==> src/rtl/tlb_xlate_pkg.sv <==
package tlb_xlate_pkg;
  typedef enum logic [1:0] {
    W_IDLE  = 2'd0,
    W_ISSUE = 2'd1,
    W_WAIT  = 2'd2,
    W_PFLT  = 2'd3
  } walk_state_e;
endpackage

==> src/rtl/tlb_cam.sv <==
module tlb_cam #(
  parameter int VPN_W   = 8,
  parameter int FRAME_W = 8,
  parameter int ASID_W  = 4,
  parameter int ENTRIES = 8
) (
  input  logic               clk,
  input  logic               rst,
  input  logic               flush,
  input  logic [VPN_W-1:0]   lk_vpn,
  input  logic [ASID_W-1:0]  lk_asid,
  output logic               lk_hit,
  output logic [FRAME_W-1:0] lk_frame,
  input  logic               fill_en,
  input  logic [VPN_W-1:0]   fill_vpn,
  input  logic [ASID_W-1:0]  fill_asid,
  input  logic [FRAME_W-1:0] fill_frame
);
  localparam int PTR_W = (ENTRIES > 1) ? $clog2(ENTRIES) : 1;
  localparam logic [PTR_W-1:0] LAST = PTR_W'(ENTRIES - 1);

  logic [ENTRIES-1:0] vld;
  logic [VPN_W-1:0]   tag_vpn   [ENTRIES];
  logic [ASID_W-1:0]  tag_asid  [ENTRIES];
  logic [FRAME_W-1:0] frame_mem [ENTRIES];
  logic [PTR_W-1:0]   ptr;
  logic [ENTRIES-1:0] hit_vec;
  logic               fill_go;

  assign fill_go = fill_en && !flush;

  always_ff @(posedge clk) begin
    if (rst) begin
      vld <= '0;
      ptr <= '0;
    end else if (flush) begin
      vld <= '0;
    end else if (fill_go) begin
      vld[ptr] <= 1'b1;
      ptr      <= (ptr == LAST) ? '0 : ptr + 1'b1;
    end
  end

  always_ff @(posedge clk) begin
    if (fill_go) begin
      tag_vpn[ptr]   <= fill_vpn;
      tag_asid[ptr]  <= fill_asid;
      frame_mem[ptr] <= fill_frame;
    end
  end

  for (genvar gi = 0; gi < ENTRIES; gi++) begin : g_cmp
    assign hit_vec[gi] = vld[gi] && (tag_vpn[gi] == lk_vpn) && (tag_asid[gi] == lk_asid);
  end

  always_comb begin
    lk_frame = '0;
    for (int i = 0; i < ENTRIES; i++) begin
      if (hit_vec[i]) lk_frame = lk_frame | frame_mem[i];
    end
  end

  assign lk_hit = |hit_vec;

  // a page/tag pair is never cached twice
  a_r2_single_match: assert property (@(posedge clk) disable iff (rst)
    $onehot0(hit_vec));
  // an accepted fill occupies the slot the pointer named
  a_r7_fill_sets_slot: assert property (@(posedge clk) disable iff (rst)
    fill_go |=> vld[$past(ptr)]);
  // the victim pointer only moves on a fill
  a_r7_ptr_hold: assert property (@(posedge clk) disable iff (rst)
    !fill_go |=> $stable(ptr));
  // a flush leaves nothing cached
  a_r8_flush_empties: assert property (@(posedge clk) disable iff (rst)
    flush |=> (vld == '0));
endmodule

==> src/rtl/tlb_walker.sv <==
module tlb_walker
  import tlb_xlate_pkg::*;
#(
  parameter int VPN_W   = 8,
  parameter int FRAME_W = 8,
  parameter int ASID_W  = 4,
  parameter int MEM_AW  = 16,
  parameter int MEM_DW  = 16
) (
  input  logic               clk,
  input  logic               rst,
  input  logic               flush,
  input  logic               start,
  input  logic [VPN_W-1:0]   st_vpn,
  input  logic [ASID_W-1:0]  st_asid,
  input  logic [MEM_AW-1:0]  pt_base,
  output logic               mem_rd_en,
  output logic [MEM_AW-1:0]  mem_rd_addr,
  input  logic               mem_rd_valid,
  input  logic [MEM_DW-1:0]  mem_rd_data,
  output logic               idle,
  output logic               busy,
  output logic               pte_fault,
  output logic               fill_en,
  output logic [VPN_W-1:0]   fill_vpn,
  output logic [ASID_W-1:0]  fill_asid,
  output logic [FRAME_W-1:0] fill_frame
);
  walk_state_e       state;
  logic [MEM_AW-1:0] addr_q;
  logic              pte_ok;
  logic              unused_pte_bits;

  assign pte_ok          = mem_rd_data[MEM_DW-1];
  assign unused_pte_bits = ^mem_rd_data[MEM_DW-2:FRAME_W];

  always_ff @(posedge clk) begin
    if (rst) begin
      state     <= W_IDLE;
      addr_q    <= '0;
      fill_vpn  <= '0;
      fill_asid <= '0;
    end else begin
      case (state)
        W_IDLE: if (start) begin
          state     <= W_ISSUE;
          addr_q    <= pt_base + MEM_AW'(st_vpn);
          fill_vpn  <= st_vpn;
          fill_asid <= st_asid;
        end
        W_ISSUE: state <= W_WAIT;
        W_WAIT: if (mem_rd_valid) state <= pte_ok ? W_IDLE : W_PFLT;
        default: state <= W_IDLE;
      endcase
    end
  end

  assign mem_rd_en   = (state == W_ISSUE);
  assign mem_rd_addr = addr_q;
  assign idle        = (state == W_IDLE);
  assign busy        = (state == W_ISSUE) || (state == W_WAIT);
  assign pte_fault   = (state == W_PFLT);
  assign fill_en     = (state == W_WAIT) && mem_rd_valid && pte_ok && !flush;
  assign fill_frame  = mem_rd_data[FRAME_W-1:0];

  // a read request lasts one cycle
  a_r3_single_read: assert property (@(posedge clk) disable iff (rst)
    mem_rd_en |=> !mem_rd_en);
  // an accepted miss issues its read in the next cycle
  a_r3_read_follows_start: assert property (@(posedge clk) disable iff (rst)
    (start && idle) |=> mem_rd_en);
  // an invalid table word is reported in the next cycle
  a_r6_bad_word_faults: assert property (@(posedge clk) disable iff (rst)
    ((state == W_WAIT) && mem_rd_valid && !pte_ok) |=> pte_fault);
endmodule

==> src/rtl/tlb_xlate.sv <==
module tlb_xlate #(
  parameter int VA_W    = 16,
  parameter int OFF_W   = 8,
  parameter int FRAME_W = 8,
  parameter int ASID_W  = 4,
  parameter int ENTRIES = 8,
  parameter int MEM_AW  = 16,
  parameter int MEM_DW  = 16
) (
  input  logic                     clk,
  input  logic                     rst,
  input  logic                     flush,
  input  logic                     req_valid,
  input  logic [VA_W-1:0]          req_vaddr,
  input  logic [ASID_W-1:0]        req_asid,
  input  logic [MEM_AW-1:0]        pt_base,
  input  logic [VA_W-OFF_W:0]      pt_len,
  output logic                     resp_hit,
  output logic [FRAME_W+OFF_W-1:0] resp_paddr,
  output logic                     fault,
  output logic                     busy,
  output logic                     mem_rd_en,
  output logic [MEM_AW-1:0]        mem_rd_addr,
  input  logic                     mem_rd_valid,
  input  logic [MEM_DW-1:0]        mem_rd_data
);
  localparam int VPN_W = VA_W - OFF_W;

  logic [VPN_W-1:0]   vpn;
  logic [OFF_W-1:0]   off;
  logic               cam_hit;
  logic [FRAME_W-1:0] cam_frame;
  logic               len_bad, lookup_act, start_walk, w_idle, pte_fault;
  logic               fill_en;
  logic [VPN_W-1:0]   fill_vpn;
  logic [ASID_W-1:0]  fill_asid;
  logic [FRAME_W-1:0] fill_frame;

  assign vpn        = req_vaddr[VA_W-1:OFF_W];
  assign off        = req_vaddr[OFF_W-1:0];
  assign len_bad    = ({1'b0, vpn} >= pt_len);
  assign lookup_act = req_valid && w_idle;
  assign resp_hit   = lookup_act && cam_hit && !len_bad;
  assign resp_paddr = resp_hit ? {cam_frame, off} : '0;
  assign fault      = (lookup_act && len_bad) || pte_fault;
  assign start_walk = lookup_act && !cam_hit && !len_bad && !flush;

  tlb_cam #(
    .VPN_W(VPN_W), .FRAME_W(FRAME_W), .ASID_W(ASID_W), .ENTRIES(ENTRIES)
  ) cam_i (
    .clk(clk), .rst(rst), .flush(flush),
    .lk_vpn(vpn), .lk_asid(req_asid), .lk_hit(cam_hit), .lk_frame(cam_frame),
    .fill_en(fill_en), .fill_vpn(fill_vpn), .fill_asid(fill_asid), .fill_frame(fill_frame)
  );

  tlb_walker #(
    .VPN_W(VPN_W), .FRAME_W(FRAME_W), .ASID_W(ASID_W), .MEM_AW(MEM_AW), .MEM_DW(MEM_DW)
  ) walk_i (
    .clk(clk), .rst(rst), .flush(flush), .start(start_walk),
    .st_vpn(vpn), .st_asid(req_asid), .pt_base(pt_base),
    .mem_rd_en(mem_rd_en), .mem_rd_addr(mem_rd_addr),
    .mem_rd_valid(mem_rd_valid), .mem_rd_data(mem_rd_data),
    .idle(w_idle), .busy(busy), .pte_fault(pte_fault),
    .fill_en(fill_en), .fill_vpn(fill_vpn), .fill_asid(fill_asid), .fill_frame(fill_frame)
  );

  // no translation is reported while a read is pending
  a_r10_no_hit_when_busy: assert property (@(posedge clk) disable iff (rst)
    busy |-> !resp_hit);
  // an out-of-range page never reaches memory
  a_r5_len_fault_no_read: assert property (@(posedge clk) disable iff (rst)
    (lookup_act && len_bad) |=> !mem_rd_en);
  // hit and fault are exclusive
  a_r5_fault_excl_hit: assert property (@(posedge clk) disable iff (rst)
    !(fault && resp_hit));
endmodule

==> config.mk <==
export PLATFORM = sky130hd
export DESIGN_NAME = tlb_xlate
export DESIGN_NICKNAME = d
export VERILOG_FILES = /design/src/rtl/tlb_xlate_pkg.sv /design/src/rtl/tlb_cam.sv /design/src/rtl/tlb_walker.sv /design/src/rtl/tlb_xlate.sv
export SDC_FILE = /design/constraint.sdc
export NUM_CORES = 1
export LEC_CHECK = 0
export CAP_MARGIN = 5
export CORE_MARGIN = 5
export CORE_UTILIZATION = 51
export DETAILED_ROUTE_END_ITERATION = 10
export MAX_ROUTING_LAYER = met4
export PLACE_DENSITY = 0.81
export SETUP_SLACK_MARGIN = 0.3
export SLEW_MARGIN = 10
export SYNTH_ARGS = -nofsm -noshare
export SYNTH_HDL_FRONTEND = slang
export SYNTH_SLANG_ARGS = --single-unit
==> constraint.sdc <==
create_clock -name clk -period 3.7 [get_ports clk]
set_clock_uncertainty 0.1 [all_clocks]
set_input_delay 0.925 -clock clk [delete_from_list [all_inputs] [get_ports clk]]
set_output_delay 0.925 -clock clk [all_outputs]
set_load 0.005 [all_outputs]
Word-level counts from Yosys, hierarchy flattened --
Memories as Yosys holds them, arrays and structs flattened. Index checks and enable logic that the tools add are counted. Widths: inputs -> output; s select.
Word-level totals: flip-flop bits (word level) 41, memory bits (writable) 160, input bits 66, output and inout port bits 36, logic and storage cells 102, memories kept 3
Cells by class: $add $sub $neg 2, magnitude comparators 3, equality and inequality tests 22, muxes and demuxes 18, bitwise operators 9, reduce and logical (&&, ||, !) cells 39
Memory list:
- cam_i.frame_mem | depth 8, bits a word 8, read ports 8, clocked after Yosys merged registers in 0, write ports 1, line tlb_cam.sv:25 | logic [FRAME_W-1:0] frame_mem [ENTRIES];
- cam_i.tag_vpn | depth 8, bits a word 8, read ports 8, clocked after Yosys merged registers in 0, write ports 1, line tlb_cam.sv:23 | logic [VPN_W-1:0] tag_vpn [ENTRIES];
- cam_i.tag_asid | depth 8, bits a word 4, read ports 8, clocked after Yosys merged registers in 0, write ports 1, line tlb_cam.sv:24 | logic [ASID_W-1:0] tag_asid [ENTRIES];
Operators by type and width (number):
- $eq 8x8->1 | 8
- $mux 8 | 8
- $or 8x8->8 | 8
- $eq 4x4->1 | 8
- $logic_and 1x1->1 | 28
- $add 16x8->16 | 1
- $mux 16 | 1
- $ge 8x9->1 | 1
- $reduce_or 8->1 | 1
- $mux 2 | 3
- $pmux 2 s3 | 1
- $reduce_and 2->1 | 3
- $eq 2x2->1 const B | 2
- $lt 3x4->1 const B | 1
- $ne 2x2->1 const B | 2
- $add 3x1->3 const B | 1
- $demux 1 s3 | 1
- $eq 3x3->1 const B | 1
- $ge 3x1->1 const B | 1
- $logic_not 1->1 | 3
- $mux 1 | 3
- $mux 3 | 1
- $eq 2x1->1 const B | 1
- $logic_not 2->1 | 1
- other kinds (3) | 4

Logic depth before layout (Yosys ltp) --
word-level depth 19, gate-level depth with buffers 12, depth with buffers taken out 10

Hierarchy --
From an unflattened synthesis, not the netlist that was laid out.
Second synthesis, totals: cell total of the unflattened synthesis 758, area total of the unflattened synthesis 9494.1 µm²
Modules (own cells, without submodules):
- tlb_cam | times used 1, cells each 477, area each 7355.8 µm², sequential area each 5024.8 µm²
- tlb_walker | times used 1, cells each 210, area each 1719.1 µm², sequential area each 600.6 µm²
- tlb_xlate | times used 1, cells each 71, area each 419.2 µm², sequential area each 0.0 µm²

Worst setup path after synthesis --
Ideal clock, no wire load.
path kind in2out, start input port req_vaddr[8], end output port resp_paddr[0], arrival 2.850 ns, required time 2.675 ns, slack -0.175 ns, stages on the path 12, path buffers 2, cell sequence buf_6 inv_1 ha_1 nand2b_1 a211oi_1 or3_1 a311oi_2 or2_2 nand2b_1 buf_2 inv_2 and2_1
Between the ends: longest elaborated chain between the ends 7, elaborated cells between the ends (all ways) 30, those cells by class 1 x order compare; 8 x eq/ne; 1 x mux; 20 x reduce/logical
Ends and longest elaborated chain:
- from (decl) | line tlb_xlate.sv:14 | input logic [VA_W-1:0] req_vaddr,
- $eq 8x8->1 | line tlb_cam.sv:53 | assign hit_vec[gi] = vld[gi] && (tag_vpn[gi] == lk_vpn) && (tag_asid[gi] == lk_asid);
- $logic_and 1x1->1 (2 in series) | line tlb_cam.sv:53
- $reduce_or 8->1 | line tlb_cam.sv:63 | assign lk_hit = |hit_vec;
- $logic_and 1x1->1 | line tlb_xlate.sv:43 | assign resp_hit = lookup_act && cam_hit && !len_bad;
- $logic_and 1x1->1 (*) | line tlb_xlate.sv:43
- net resp_hit | line tlb_xlate.sv:18 | output logic resp_hit,
- $mux 16 (*) | line tlb_xlate.sv:44 | assign resp_paddr = resp_hit ? {cam_frame, off} : '0;
- to (decl) | line tlb_xlate.sv:19 | output logic [FRAME_W+OFF_W-1:0] resp_paddr,
The timed path passes the listed nets; every way through them passes the cells marked *.

Worst setup path in the final report --
start input port req_vaddr[10], end output port resp_paddr[9]
Between the ends: longest elaborated chain between the ends 19, elaborated cells between the ends (all ways) 45, those cells by class 1 x order compare; 8 x eq/ne; 9 x mux; 7 x bitwise; 20 x reduce/logical
Ends and longest elaborated chain:
- $eq 8x8->1 | line tlb_cam.sv:53
- $logic_and 1x1->1 (2 in series) | line tlb_cam.sv:53
- $mux 8 | line tlb_cam.sv:59 | if (hit_vec[i]) lk_frame = lk_frame | frame_mem[i];
- $or 8x8->8 | line tlb_cam.sv:59
- $mux 8 | line tlb_cam.sv:59
- $or 8x8->8 | line tlb_cam.sv:59
- $mux 8 | line tlb_cam.sv:59
- $or 8x8->8 | line tlb_cam.sv:59
- [2 not listed]
- $mux 8 | line tlb_cam.sv:59
- $or 8x8->8 | line tlb_cam.sv:59
- $mux 8 | line tlb_cam.sv:59
- $or 8x8->8 | line tlb_cam.sv:59
- $mux 8 | line tlb_cam.sv:59
- $or 8x8->8 | line tlb_cam.sv:59
- $mux 8 | line tlb_cam.sv:59
- $mux 16 (*) | line tlb_xlate.sv:44
Every way passes the cells marked *; elsewhere a longest branch is shown, timed or not.

==> flow_metrics.env <==
export IMPL_min_period_ns=4.02
export IMPL_async_reset_ff_share_pct=0
export IMPL_drt_iter0_drc=725
export IMPL_grt_overflow_total=0
export IMPL_setup_worst_path_end="resp_paddr[9]"
export IMPL_placedCellCount=1043
export IMPL_cts_tree="yes"
export IMPL_drc=0
export IMPL_grtUsageTotal_pct=27.0
export IMPL_synth_edf_count=160
export IMPL_cp_slowest_cell="nor4_4"
export IMPL_root_buffer="clkbuf_16"
export IMPL_cts_buffer_depth=3
export IMPL_grt_pass1_wl_mm=40.7
export IMPL_clock_latency_ns=0.51
export IMPL_gp_congestion=0.885
export IMPL_cts_sinks=201
export IMPL_combPwrFrac_pct=14.2
export IMPL_slew_headroom_pct=33.7
export IMPL_final_area_sq_um=12800
export IMPL_via_per_inst=6.06
export IMPL_cap_violations=0
export IMPL_dpl_cell_area_sq_um=10800
export IMPL_critPathMaxStageDelay_ns=0.31
export IMPL_syn2layout_area_growth_pct=41.1
export IMPL_io_pins=102
export IMPL_status="finished, violations left"
export IMPL_nFillCells=972
export IMPL_final_cells=1128
export IMPL_port_buffers=94
export IMPL_intPower_uw=4160
export IMPL_yosys_warnings=0
export IMPL_synth_cell_types=50
export IMPL_final_max_slew_viol_count=0
export IMPL_vdd_drop_max_mv=0.367
export IMPL_ant_nets=0
export IMPL_p_leak_uw=0.00463
export IMPL_antenna_found_initial=0
export IMPL_core_area_sq_um=17400
export IMPL_end_kind="primary output"
export IMPL_cts_htree_levels=1
export IMPL_cp_num_cells=14
export IMPL_postLayoutSetupSlackWorst_ns=-0.316
export IMPL_worstPathArrival_ns=2.99
export IMPL_worstHoldPathCells=1
export IMPL_dp_hpwl_mm=15.6
export IMPL_hold_path_class="flop to flop"
export IMPL_power_density_nw_per_um2=429
export IMPL_p_switching_uw=1340
export IMPL_seq_power_share_pct=46.7
export IMPL_crit_fanout=8
export IMPL_num_antenna_cells=0
export IMPL_crit_buf_inv=7
export IMPL_cts_hold_buffers=0
export IMPL_synth_nets=763
export IMPL_grt_max_degree=28
export IMPL_period_share_pct=109
export IMPL_routed_wl_mm=27.8
export IMPL_nNetsFinal=977
export IMPL_cp_start_kind="input port"
export IMPL_netlist_area_sq_um=9060
export IMPL_clk_pin_slew_ns=0.06
export IMPL_grt_pass1_vias=7095
export IMPL_post_synth_cell_area_avg_sq_um=13.4
export IMPL_worstPathRequired_ns=2.67
export IMPL_drt_wirelength_per_cell_um=24.7
export IMPL_syn_inst=674
export IMPL_setup_violations_final=17
export IMPL_first_pass_iters=5
export IMPL_initial_utilization_pct=52.2
export IMPL_dieWidth_um=143
export IMPL_critPathTopFamily="buffers and inverters"
export IMPL_r2r_end="walk_i.mem_rd_addr[9]"
export IMPL_rows=48
export IMPL_rr_startpoint="cam_i.tag_vpn[5][7]"
export IMPL_final_layout_size_suffix_gt1_share_pct=34.6
export IMPL_vias=6835
export IMPL_crit_chain="buf_8 -> buf_12 -> buf_12 -> xnor2_4 -> nand4_1 -> nor4_4 -> buf_4 -> nor4_4 -> buf_4 -> nand2_4 -> buf_4 -> nand2b_4 -> a31oi_2 -> buf_2"
export IMPL_r2r_setup_slack_ns=0.79
export IMPL_die_h_um=143
export IMPL_die_area_sq_um=20500
export IMPL_ys_seq_area_share_pct=62.1
export IMPL_worstMarginPinSlew_ns=0.992
export IMPL_ff2ff_path_depth=12
export IMPL_synth_flop_cell="edfxtp_1"
export IMPL_max_freq_mhz=249
export IMPL_cts_buffers=21
export IMPL_failed_checks="negative setup slack"
export IMPL_timing_critical_path_mode_cell="buf_4"
export IMPL_critPathLaunch="req_vaddr[10]"
export IMPL_synth_seq_cells=201
export IMPL_switching_share_pct=24.3
export IMPL_finalHoldViolations=0
export IMPL_crit_type="input port to primary output"
export IMPL_clkPwrFrac_pct=39.1
export IMPL_rsz0062_at_grt="true"
metrics by stage:
stage,worst slack (ns),TNS [ns],power [uW],util [%],hold slack (ns)
2_1_floorplan,-0.0731,-0.585,2920,-,0.341
3_3_place_gp,-0.960,-24.69,3210,62.1,0.349
3_5_place_dp,-0.999,-25.67,3230,62.1,0.358
4_1_cts,-0.234,-2.37,5410,72.2,0.373
5_1_grt,-0.375,-4.95,5640,73.7,0.389
6_report,-0.316,-4.02,5490,73.7,0.376
metal layers:
metal	vias up	track usage (%)	wire [um]	part of all wire (%)
met1	3328	32.8	10200	37
met5	-	-	0	0
li1	2980	-	-	-
met4	0	9.81	1220	4.4
met2	439	46.6	14300	51
met3	88	3.56	2190	7.9
kinds of logic after synthesis:
group	after synthesis	synth area share, %
flops	201	62.1
simple gates	153	10.8
compound gates	139	10.1
xor+xnor	108	10.4
buf+inv	49	3.29
fa+ha+maj	23	3.26
mux	1	0.110
flip-flops by register name (all words and copies together), names as in the netlist:
| signal | cells |
|---|---|
| cam_i.frame_mem | 64 |
| cam_i.ptr | 3 |
| cam_i.tag_asid | 32 |
| cam_i.tag_vpn | 64 |
| cam_i.vld | 8 |
| walk_i.fill_asid | 4 |
| walk_i.fill_vpn | 8 |
| walk_i.mem_rd_addr | 16 |
| walk_i.state | 2 |
power groups by stage:
stage / clock network [uW] / registers (uW) / logic [uW]
6_report: 2150 / 2570 / 779
5_1_grt: 2240 / 2570 / 829
4_1_cts: 2120 / 2560 / 731
3_5_place_dp: 0 / 2610 / 621
3_3_place_gp: 0 / 2600 / 603
2_1_floorplan: 0 / 2580 / 339
cell type report:
cell class	count	area (sq um)	area share [%]
sequential	201	5630	44.0
multi-input combinational	425	4010	31.3
timing repair inverter	1	6.26	0.0489
clock buffer	22	529	4.14
tap	225	282	2.20
clock inverter	16	159	1.24
timing repair buffer	215	2090	16.3
inverter	23	93.8	0.733
cells in the final DEF (no fill, tap or decap), types with 13 or more instances in the layout:
cell / synthesis / final
a211oi_1: 14 / 13
o21ai_0: 27 / 27
clkbuf_16: 0 / 21
buf_6: 14 / 35
nand4_1: 25 / 25
xnor2_4: 0 / 16
xnor2_1: 108 / 55
a21oi_1: 37 / 37
clkdlybuf4s50_1: 0 / 57
xnor2_2: 0 / 37
edfxtp_1: 160 / 160
inv_1: 22 / 17
nand3_1: 34 / 29
dfxtp_1: 41 / 41
buf_4: 1 / 86
a22oi_1: 16 / 16
ha_1: 22 / 16
nand2_1: 20 / 20
how the worst min path moves through the flow:
stage | to | slack (ns) | start
final | cam_i.vld[4] | 0.38 | cam_i.vld[4]
after global routing | cam_i.vld[4] | 0.39 | cam_i.vld[4]
after CTS | cam_i.vld[4] | 0.37 | cam_i.vld[4]
after detailed placement | cam_i.vld[4] | 0.36 | cam_i.vld[4]
after global placement | cam_i.vld[7] | 0.35 | cam_i.vld[7]
after floorplan | cam_i.vld[0] | 0.34 | cam_i.vld[0]
worst register-to-register path: cells and delay by family (launching register included):
kind	cells	cell delay, ns
xor+xnor	1	0.17
flops	1	0.43
buf+inv	5	0.85
simple gates	5	1.02
compound gates	1	0.18
repair_timing:
action / CTS / global route
resized for setup: 276 / 45
pin swaps: 50 / 24
buffers inserted: 33 / 10
cloned: 4 / 0
endpoints found under the setup margin: 38 / 22
Yosys cell counts, types with 10 or more instances:
| master | number | area share [%] |
|---|---|---|
| nor2_1 | 19 | 0.79 |
| a22oi_1 | 16 | 1.3 |
| dfxtp_1 | 41 | 9.1 |
| xnor2_1 | 108 | 10 |
| a21oi_1 | 37 | 2.0 |
| nor4_4 | 10 | 2.3 |
| edfxtp_1 | 160 | 53 |
| a211oi_1 | 14 | 1.2 |
| inv_1 | 22 | 0.91 |
| nand3_1 | 34 | 1.9 |
| o21ai_0 | 27 | 1.5 |
| ha_1 | 22 | 3.0 |
| buf_6 | 14 | 1.7 |
| nand2_1 | 20 | 0.83 |
| nand4_1 | 25 | 1.7 |
No activity file was read; power rests on OpenSTA's default activity.
